`src/rtl/scan_timing_pkg.sv`:
```
`timescale 1ns/1ps
package scan_timing_pkg;

    localparam int LINE_W = 8;

    // bit 0 = blank part of the line, bit 1 = vertical-blank region
    typedef enum logic [1:0] {
        PH_VIS_DRAW = 2'b00,
        PH_VIS_HBL  = 2'b01,
        PH_VBL_DRAW = 2'b10,
        PH_VBL_HBL  = 2'b11
    } phase_e;

    localparam int ST_VBL_FLAG  = 0;
    localparam int ST_HBL_FLAG  = 1;
    localparam int ST_MATCH     = 2;
    localparam int ST_VBL_EN    = 3;
    localparam int ST_HBL_EN    = 4;
    localparam int ST_MATCH_EN  = 5;
    localparam int ST_CMP_LSB   = 8;

endpackage

```
`src/rtl/scan_phase_ctr.sv`:
```
`timescale 1ns/1ps
module scan_phase_ctr #(
    parameter int DRAW_CYC = 960,
    parameter int HBL_CYC  = 272
) (
    input  logic clk,
    input  logic rst_n,
    input  logic in_hblank,
    output logic expire
);
    localparam int MAXC = (DRAW_CYC > HBL_CYC) ? DRAW_CYC : HBL_CYC;
    localparam int CW   = $clog2(MAXC + 1);

    logic [CW-1:0] cnt_d, cnt_q;

    always_comb begin
        expire = (cnt_q == '0);
        if (expire)
            cnt_d = in_hblank ? CW'(DRAW_CYC - 1) : CW'(HBL_CYC - 1);
        else
            cnt_d = cnt_q - CW'(1);
    end

    always_ff @(posedge clk) begin
        if (!rst_n) cnt_q <= CW'(DRAW_CYC - 1);
        else        cnt_q <= cnt_d;
    end


    count_step_chk: assert property (@(posedge clk) disable iff (!rst_n)
        !expire |=> cnt_q == $past(cnt_q) - CW'(1));


    count_range_chk: assert property (@(posedge clk) disable iff (!rst_n)
        cnt_q <= CW'(MAXC - 1));

endmodule

```
`src/rtl/scan_line_fsm.sv`:
```
`timescale 1ns/1ps
module scan_line_fsm
    import scan_timing_pkg::*;
#(
    parameter int VIS_LINES = 160,
    parameter int VBL_LINES = 68
) (
    input  logic              clk,
    input  logic              rst_n,
    input  logic              expire,
    output phase_e            phase,
    output logic [LINE_W-1:0] line_o,
    output logic [LINE_W-1:0] next_line,
    output logic              ev_hbl_enter,
    output logic              ev_line_step,
    output logic              ev_vbl_enter
);
    localparam int TOTAL = VIS_LINES + VBL_LINES;

    typedef struct packed {
        phase_e              ph;
        logic [LINE_W-1:0]   ln;
    } fsm_t;

    fsm_t fsm_d, fsm_q;

    always_comb begin
        fsm_d        = fsm_q;
        ev_hbl_enter = 1'b0;
        ev_line_step = 1'b0;
        ev_vbl_enter = 1'b0;
        if (expire) begin
            unique case (fsm_q.ph)
                PH_VIS_DRAW: begin
                    fsm_d.ph     = PH_VIS_HBL;
                    ev_hbl_enter = 1'b1;
                end
                PH_VBL_DRAW: begin
                    fsm_d.ph     = PH_VBL_HBL;
                    ev_hbl_enter = 1'b1;
                end
                PH_VIS_HBL: begin
                    ev_line_step = 1'b1;
                    fsm_d.ln     = fsm_q.ln + LINE_W'(1);
                    if (fsm_q.ln == LINE_W'(VIS_LINES - 1)) begin
                        fsm_d.ph     = PH_VBL_DRAW;
                        ev_vbl_enter = 1'b1;
                    end else begin
                        fsm_d.ph = PH_VIS_DRAW;
                    end
                end
                PH_VBL_HBL: begin
                    ev_line_step = 1'b1;
                    if (fsm_q.ln == LINE_W'(TOTAL - 1)) begin
                        fsm_d.ln = '0;
                        fsm_d.ph = PH_VIS_DRAW;
                    end else begin
                        fsm_d.ln = fsm_q.ln + LINE_W'(1);
                        fsm_d.ph = PH_VBL_DRAW;
                    end
                end
                default: fsm_d = fsm_q;
            endcase
        end
        next_line = fsm_d.ln;
        phase     = fsm_q.ph;
        line_o    = fsm_q.ln;
    end

    always_ff @(posedge clk) begin
        if (!rst_n) begin
            fsm_q.ph <= PH_VIS_DRAW;
            fsm_q.ln <= '0;
        end else begin
            fsm_q <= fsm_d;
        end
    end


    line_range_chk: assert property (@(posedge clk) disable iff (!rst_n)
        line_o < LINE_W'(TOTAL));


    region_line_chk: assert property (@(posedge clk) disable iff (!rst_n)
        phase[1] == (line_o >= LINE_W'(VIS_LINES)));


    line_move_chk: assert property (@(posedge clk) disable iff (!rst_n)
        !$stable(line_o) |-> $past(phase[0]));

endmodule

```
`src/rtl/scan_status.sv`:
```
`timescale 1ns/1ps
module scan_status
    import scan_timing_pkg::*;
(
    input  logic              clk,
    input  logic              rst_n,
    input  logic              wr_en,
    input  logic [15:0]       wr_data,
    input  phase_e            phase,
    input  logic [LINE_W-1:0] next_line,
    input  logic              ev_hbl_enter,
    input  logic              ev_line_step,
    input  logic              ev_vbl_enter,
    output logic [15:0]       status,
    output logic              vblank_irq,
    output logic              hblank_irq,
    output logic              match_irq,
    output logic              frame_done
);
    typedef struct packed {
        logic              vbl_en;
        logic              hbl_en;
        logic              match_en;
        logic [LINE_W-1:0] cmp;
        logic              match;
        logic              virq;
        logic              hirq;
        logic              mirq;
        logic              fdone;
    } st_t;

    st_t st_d, st_q;
    logic unused_wr_bits;

    assign unused_wr_bits = ^{wr_data[7:6], wr_data[2:0]};

    always_comb begin
        st_d       = st_q;
        st_d.virq  = ev_vbl_enter & st_q.vbl_en;
        st_d.hirq  = ev_hbl_enter & st_q.hbl_en;
        st_d.fdone = ev_vbl_enter;
        st_d.mirq  = 1'b0;
        if (ev_line_step) begin
            st_d.match = (next_line == st_q.cmp);
            st_d.mirq  = (next_line == st_q.cmp) & st_q.match_en;
        end
        if (wr_en) begin
            st_d.vbl_en   = wr_data[ST_VBL_EN];
            st_d.hbl_en   = wr_data[ST_HBL_EN];
            st_d.match_en = wr_data[ST_MATCH_EN];
            st_d.cmp      = wr_data[ST_CMP_LSB +: LINE_W];
        end
    end

    always_ff @(posedge clk) begin
        if (!rst_n) st_q <= '0;
        else        st_q <= st_d;
    end

    always_comb begin
        status                          = '0;
        status[ST_VBL_FLAG]             = phase[1];
        status[ST_HBL_FLAG]             = phase[0];
        status[ST_MATCH]                = st_q.match;
        status[ST_VBL_EN]               = st_q.vbl_en;
        status[ST_HBL_EN]               = st_q.hbl_en;
        status[ST_MATCH_EN]             = st_q.match_en;
        status[ST_CMP_LSB +: LINE_W]    = st_q.cmp;
        vblank_irq                      = st_q.virq;
        hblank_irq                      = st_q.hirq;
        match_irq                       = st_q.mirq;
        frame_done                      = st_q.fdone;
    end


    hirq_flag_chk: assert property (@(posedge clk) disable iff (!rst_n)
        hblank_irq |-> status[ST_HBL_FLAG]);


    virq_region_chk: assert property (@(posedge clk) disable iff (!rst_n)
        vblank_irq |-> (status[ST_VBL_FLAG] && frame_done));


    mirq_flag_chk: assert property (@(posedge clk) disable iff (!rst_n)
        match_irq |-> status[ST_MATCH]);


    fdone_pulse_chk: assert property (@(posedge clk) disable iff (!rst_n)
        frame_done |=> !frame_done);


    cmp_write_chk: assert property (@(posedge clk) disable iff (!rst_n)
        wr_en |=> status[15:8] == $past(wr_data[15:8]));

endmodule

```
`src/rtl/scanline_timer.sv`:
```
`timescale 1ns/1ps
module scanline_timer
    import scan_timing_pkg::*;
#(
    parameter int DRAW_CYC  = 960,
    parameter int HBL_CYC   = 272,
    parameter int VIS_LINES = 160,
    parameter int VBL_LINES = 68
) (
    input  logic        clk,
    input  logic        rst_n,
    input  logic        wr_en,
    input  logic [15:0] wr_data,
    output logic [15:0] status,
    output logic [7:0]  line,
    output logic        frame_done,
    output logic        vblank_irq,
    output logic        hblank_irq,
    output logic        match_irq
);
    phase_e            phase;
    logic              expire;
    logic [LINE_W-1:0] next_line;
    logic              ev_hbl_enter, ev_line_step, ev_vbl_enter;

    scan_phase_ctr #(
        .DRAW_CYC (DRAW_CYC),
        .HBL_CYC  (HBL_CYC)
    ) i_phase_ctr (
        .clk       (clk),
        .rst_n     (rst_n),
        .in_hblank (phase[0]),
        .expire    (expire)
    );

    scan_line_fsm #(
        .VIS_LINES (VIS_LINES),
        .VBL_LINES (VBL_LINES)
    ) i_line_fsm (
        .clk          (clk),
        .rst_n        (rst_n),
        .expire       (expire),
        .phase        (phase),
        .line_o       (line),
        .next_line    (next_line),
        .ev_hbl_enter (ev_hbl_enter),
        .ev_line_step (ev_line_step),
        .ev_vbl_enter (ev_vbl_enter)
    );

    scan_status i_status (
        .clk          (clk),
        .rst_n        (rst_n),
        .wr_en        (wr_en),
        .wr_data      (wr_data),
        .phase        (phase),
        .next_line    (next_line),
        .ev_hbl_enter (ev_hbl_enter),
        .ev_line_step (ev_line_step),
        .ev_vbl_enter (ev_vbl_enter),
        .status       (status),
        .vblank_irq   (vblank_irq),
        .hblank_irq   (hblank_irq),
        .match_irq    (match_irq),
        .frame_done   (frame_done)
    );


    wrap_clear_chk: assert property (@(posedge clk) disable iff (!rst_n)
        ($past(line) != 8'd0 && line == 8'd0) |-> (status[1:0] == 2'b00));

endmodule

```
`config.mk`:
```
export PLATFORM = sky130hd
export DESIGN_NAME = scanline_timer
export DESIGN_NICKNAME = d
export VERILOG_FILES = /design/src/rtl/scan_timing_pkg.sv /design/src/rtl/scan_phase_ctr.sv /design/src/rtl/scan_line_fsm.sv /design/src/rtl/scan_status.sv /design/src/rtl/scanline_timer.sv
export SDC_FILE = /design/constraint.sdc
export NUM_CORES = 1
export LEC_CHECK = 0
export BUFFER_PORTS_ARGS = -buffer_cell sky130_fd_sc_hd__buf_4
export CORE_MARGIN = 2
export CORE_UTILIZATION = 51
export CTS_CLUSTER_SIZE = 14
export DETAILED_ROUTE_END_ITERATION = 7
export HOLD_SLACK_MARGIN = 0.08
export PLACE_DENSITY = 0.78
export SLEW_MARGIN = 20
export SYNTH_ARGS = -nofsm -noshare
export SYNTH_HDL_FRONTEND = slang
export SYNTH_HIERARCHICAL = 1
export SYNTH_SLANG_ARGS = --single-unit
```
`constraint.sdc`:
```
create_clock -name clk -period 3.54 [get_ports clk]
set_input_delay 0.177 -clock clk [delete_from_list [all_inputs] [get_ports clk]]
set_output_delay 0.177 -clock clk [all_outputs]
set_load 0.005 [all_outputs]
```
Word-level counts from Yosys, hierarchy flattened
Cells that the tools add are included.
{"block": "classes", "n_mux": 14, "bitwise": 3, "eq_ne": 6, "reduce_logical": 5, "add_sub_neg": 2}
{"operator": "$mux 10", "n": 3}
{"operator": "$eq 8x8->1 const B", "n": 2}
{"operator": "$pmux 8 s2", "n": 1}
{"operator": "$logic_not 10->1", "n": 1}
{"operator": "$sub 10x1->10 const B", "n": 1}
{"operator": "$add 8x1->8 const B", "n": 1}
{"operator": "$eq 8x8->1", "n": 1}
{"operator": "$mux 8", "n": 1}
{"operator": "$pmux 2 s4", "n": 1}
{"operator": "$mux 1", "n": 7}
{"operator": "$eq 2x2->1 const B", "n": 2}
{"operator": "$reduce_or 2->1", "n": 2}
{"operator": "$and 1x1->1", "n": 3}
{"operator": "$eq 2x1->1 const B", "n": 1}
{"operator": "$logic_not 2->1", "n": 1}
{"operator": "$mux 2", "n": 1}
{"operator": "$reduce_and 2->1", "n": 1}
{"block": "word_totals", "in_bits": 19, "output_inout_bits": 28, "register_bits": 36, "wordCells": 42}

Longest topological paths before layout
{"block": "depth", "ltp_word": 6, "depth_mapped": 13, "depth_no_buf": 12}

Hierarchy
The synthesis kept the hierarchy.
{"mod": "scan_status", "cells_per_inst": 63, "instances": 1, "seq_area_each_um2": 320.3, "area_per_inst_um2": 686.9}
{"mod": "scan_line_fsm", "cells_per_inst": 70, "instances": 1, "seq_area_each_um2": 200.2, "area_per_inst_um2": 580.6}
{"mod": "scan_phase_ctr", "cells_per_inst": 48, "instances": 1, "seq_area_each_um2": 200.2, "area_per_inst_um2": 462.9}

Worst setup path after synthesis
Ideal clock, no wire load.
{"block": "synth_timing", "path_kind": "register -> register", "start": "register i_phase_ctr.cnt_q[0]", "end": "register i_status.st_q, in the netlist i_status/status[2]", "path_stages_with_launch": 12, "setup_time_ns": 0.115, "path_slack_ns": 0.479, "synth_period_minus_slack_ns": 3.061, "arrival_ns": 2.946, "cell_sequence": "dfxtp_1 -> inv_1 -> ha_1 -> or4b_4 -> buf_6 -> nor3_1 -> nand4_1 -> or4_1 -> a21oi_1 -> xor2_1 -> nor3_2 -> a21o_2"}
{"block": "synth_via", "elab_chain_len": 3, "elab_cells_between_ends": 4}
{"item": "from (decl)", "line_no": "scan_phase_ctr.sv:14", "text": "logic [CW-1:0] cnt_d, cnt_q;"}
{"item": "from (signal assigned)", "line_no": "scan_phase_ctr.sv:25", "text": "if (!rst_n) cnt_q <= CW'(DRAW_CYC - 1);"}
{"item": "from (signal assigned)", "line_no": "scan_phase_ctr.sv:26", "text": "else cnt_q <= cnt_d;"}
{"item": "$logic_not 10->1", "line_no": "scan_phase_ctr.sv:17", "text": "expire = (cnt_q == '0);"}
{"item": "net expire", "line_no": "scanline_timer.sv:22", "text": "logic expire;"}
{"item": "$mux 8", "line_no": "scan_line_fsm.sv:32", "text": "if (expire) begin"}
{"item": "net next_line[7]", "line_no": "scanline_timer.sv:23", "text": "logic [LINE_W-1:0] next_line;"}
{"item": "$eq 8x8->1", "line_no": "scan_status.sv:44", "text": "st_d.match = (next_line == st_q.cmp);"}
{"item": "to (signal assigned)", "line_no": "scan_status.sv:57", "text": "else st_q <= st_d;"}
{"item": "to (decl)", "line_no": "scan_status.sv:32", "text": "st_t st_d, st_q;"}
The timed path passes the listed nets, and every way through them passes these cells.
A chain may end at the register's enable or synchronous reset.

Worst setup path after layout
Ends and elaborated chain as after synthesis.

==> results.yml <==
outcome:
  outcome: "completed"
worst_setup_path:
  cpMaxStageDelayCell: "or4b_4"
  worstPathArrival_ns: 3.33
  worst-setup-path-type: "reg2reg"
  cpLargestDelayFamily: "simple AND/OR/NAND/NOR gates"
  worstPathRequired_ns: 3.77
  cp.depth: 11
  critPathMaxFanout: 9
  crit_chain: "inv_1, ha_1, or4b_4, nor3_1, buf_4, nand4_1, or4_1, a21oi_1, xor2_1, nor3_2, a21o_2"
  worstSetupEndpointType: "flip-flop"
  cpPeakStageDelay_ns: 0.53
  crit_buf_inv: 2
  start_kind: "flip-flop"
  rr_worst_depth: 11
routing:
  drt.antenna.violating_nets: 0
  dr_total_vias: 1488
  drt_pre_antenna_iters: 4
  via_per_inst: 5.55
  drc: 0
  drt_wl_total_mm: 3.73
  wl_per_cell_um: 13.9
  drtIter0Drc: 112
clock_network:
  clk_path_buf_depth: 2
  path_clk_slew_ns: 0.11
  clkSinkCount: 36
  root_buffer: "clkbuf_4"
  cts_setup_buffers: 0
  clk_latency_ns: 0.34
  cts_made_buffers: 5
  cts.hold.buffers_added: 0
  cts_tree: "yes"
  h-tree-depth: 2
  post_cts_resized: 0
power:
  p_seq_frac: 0.596
  intPower_uw: 548
  power_density_nw_per_um2: 341
  ir_worst_vdd_mv: 0.240
  comb_power_share: 0.085
  power_uw: 714
  p_sw_frac: 0.232
  clock_power_share: 0.319
  power_switching_uw: 166
  p_leak_nw: 0.913
placed_design:
  dp_hpwl_mm: 2.80
  io_buffers: 39
  gp_congestion: 0.846
  dp_cells: 260
finish:
  fin_cells: 268
  drive_gt1_frac: 0.257
  layout.nets: 243
  syn_to_final_growth_pct: 21.0
  n_fill_cell: 267
  final_common_cell: "buf_4"
  final_cell_mix: "buf_4 (40), dfxtp_1 (36), nand2_1 (12)"
  final_util: 0.638
  n_antenna_cell: 0
timing:
  rsz0062_at_grt: "no"
  timing.hold.ws_ns: 0.0992
  worst_pin_slew_ns: 0.532
  period_minus_slack_ns: 3.10
  drv_slew: 0
  hold_viol_final: 0
  skew_ns: 0.0106
  relSlewSlack: 0.642
  tns_ns: 0
  setup_viol_count_final: 0
  period_share: 0.876
  fmax_mhz: 322
logic_synthesis:
  netlist_area_um2: 1730
  yosys_warnings: 6
  synth.distinct_cells: 48
  synth-seq-cells: 36
  synth_area_per_cell_um2: 9.56
  yosysSeqAreaShare: 0.416
  synthCells: 181
floorplan:
  die-area_um2: 3880
  die_w_um: 62.3
  start_util: 0.527
  io_pins: 47
  core-area_um2: 3280
  die_h_um: 62.3
  num_rows: 21
global_routing:
  grt_use_total: 0.208
  grt_pass1_vias: 1384
  grt_pass1_wl_mm: 6.46
  antenna_found_initial: 0
  grt-ovfl-total: 0
  grt_start_max_net_pins: 26
hold_path:
  holdPathStages: 3
  hp-class: "in2reg"
flow_run:
  max-cap-violations: 0
power groups by stage:
stage          Clock (mW)  Combinational, mW  Sequential [mW]
6_report            0.227             0.0608            0.426
5_1_grt             0.253             0.0668            0.427
3_3_place_gp            0             0.0585            0.434
3_5_place_dp            0             0.0607            0.435
2_1_floorplan           0             0.0327            0.433
4_1_cts             0.233             0.0609            0.425
cells in the mapped netlist, drive strengths merged:
library cell | n | area (µm²)
clkbuf | 2 | 7.51
o41ai | 2 | 25.0
or4b | 2 | 23.8
a21oi | 11 | 55.1
nor3b | 1 | 7.51
or3 | 8 | 51.3
or3b | 1 | 11.3
and2 | 1 | 6.26
nor2 | 3 | 11.3
nor4b | 2 | 23.8
conb | 1 | 3.75
or2 | 1 | 6.26
buf | 6 | 48.8
o211ai | 1 | 7.51
o311ai | 3 | 26.3
nand4b | 1 | 8.76
dfxtp | 36 | 721
a21boi | 1 | 7.51
and3b | 1 | 8.76
mux2i | 11 | 110
nand4 | 2 | 12.5
a21o | 1 | 8.76
nand2 | 13 | 51.3
and3 | 3 | 18.8
inv | 9 | 33.8
xnor2 | 9 | 78.8
ha | 3 | 37.5
o31a | 1 | 8.76
nor3 | 5 | 35.0
nand3 | 5 | 25.0
nor4 | 2 | 27.5
o21ai | 8 | 40.0
o21bai | 1 | 7.51
xor2 | 4 | 35.0
or4 | 3 | 22.5
nor2b | 11 | 68.8
o21a | 1 | 7.51
a32oi | 2 | 17.5
o31ai | 3 | 22.5
worst paths after layout:
kind	start	end	slack, ns
setup / recovery	i_phase_ctr/cnt_q[0]	i_status/status[2]	0.44
hold / removal	wr_data[11]	i_status/status[11]	0.1
setup reg to reg	i_phase_ctr/cnt_q[0]	i_status/status[2]	0.44
hold reg to reg	i_phase_ctr/cnt_q[0]	i_phase_ctr/cnt_q[0]	0.44
registers in the layout (all words and copies together), names as in the netlist, named ones only:
register / count
i_status/frame_done: 1
i_status/status: 12
i_line_fsm/phase: 1
i_phase_ctr/cnt_q: 10
i_status/hblank_irq: 1
i_status/vblank_irq: 1
i_status/match_irq: 1
i_line_fsm/line_o: 8
cell families after synthesis:
kind of cell               count (synthesis)  synth area share
xor gates and xnor gates                  13            0.0658
buffers and inverters                     17            0.0521
other                                      1           0.00217
AOI/OAI and AO/OA                         35             0.135
and+or+nand+nor                           65             0.243
DFF                                       36             0.416
adders and majority gates                  3            0.0217
muxes                                     11            0.0636
worst reg2reg max path, cell delays in order, from the launching register on:
cell and delay (ns):
dfxtp_1 0.36, inv_1 0.07, ha_1 0.18, or4b_4 0.53, nor3_1 0.19, buf_4 0.17, nand4_1 0.21, or4_1 0.51
a21oi_1 0.26, xor2_1 0.21, nor3_2 0.08, a21o_2 0.21
metrics by stage:
| step | area, µm² | setup WS [ns] |
|---|---|---|
| 2_1_floorplan | 1730 | 0.479 |
| 3_3_place_gp | 2040 | 0.639 |
| 3_5_place_dp | 2040 | 0.518 |
| 4_1_cts | 2090 | 0.481 |
| 5_1_grt | 2090 | 0.307 |
| 6_report | 2090 | 0.438 |
per-layer routing:
metal,global-route usage,vias to the layer above,wire length [µm],part of all wire
met1,0.273,699,1760,0.47
met4,0.0861,0,81,0.022
li1,-,726,-,-
met2,0.322,52,1640,0.44
met3,0.0616,11,248,0.066
met5,0,-,0,0
layout make-up:
type	instances	area, µm²	area share
flip-flops and latches	36	721	0.344
multi-input cells	129	923	0.441
inverters	9	33.8	0.0161
well taps	46	57.6	0.0275
repair buffers	40	300	0.143
clock buffers	8	58.8	0.0281
(Power assumes the default switching activity.)
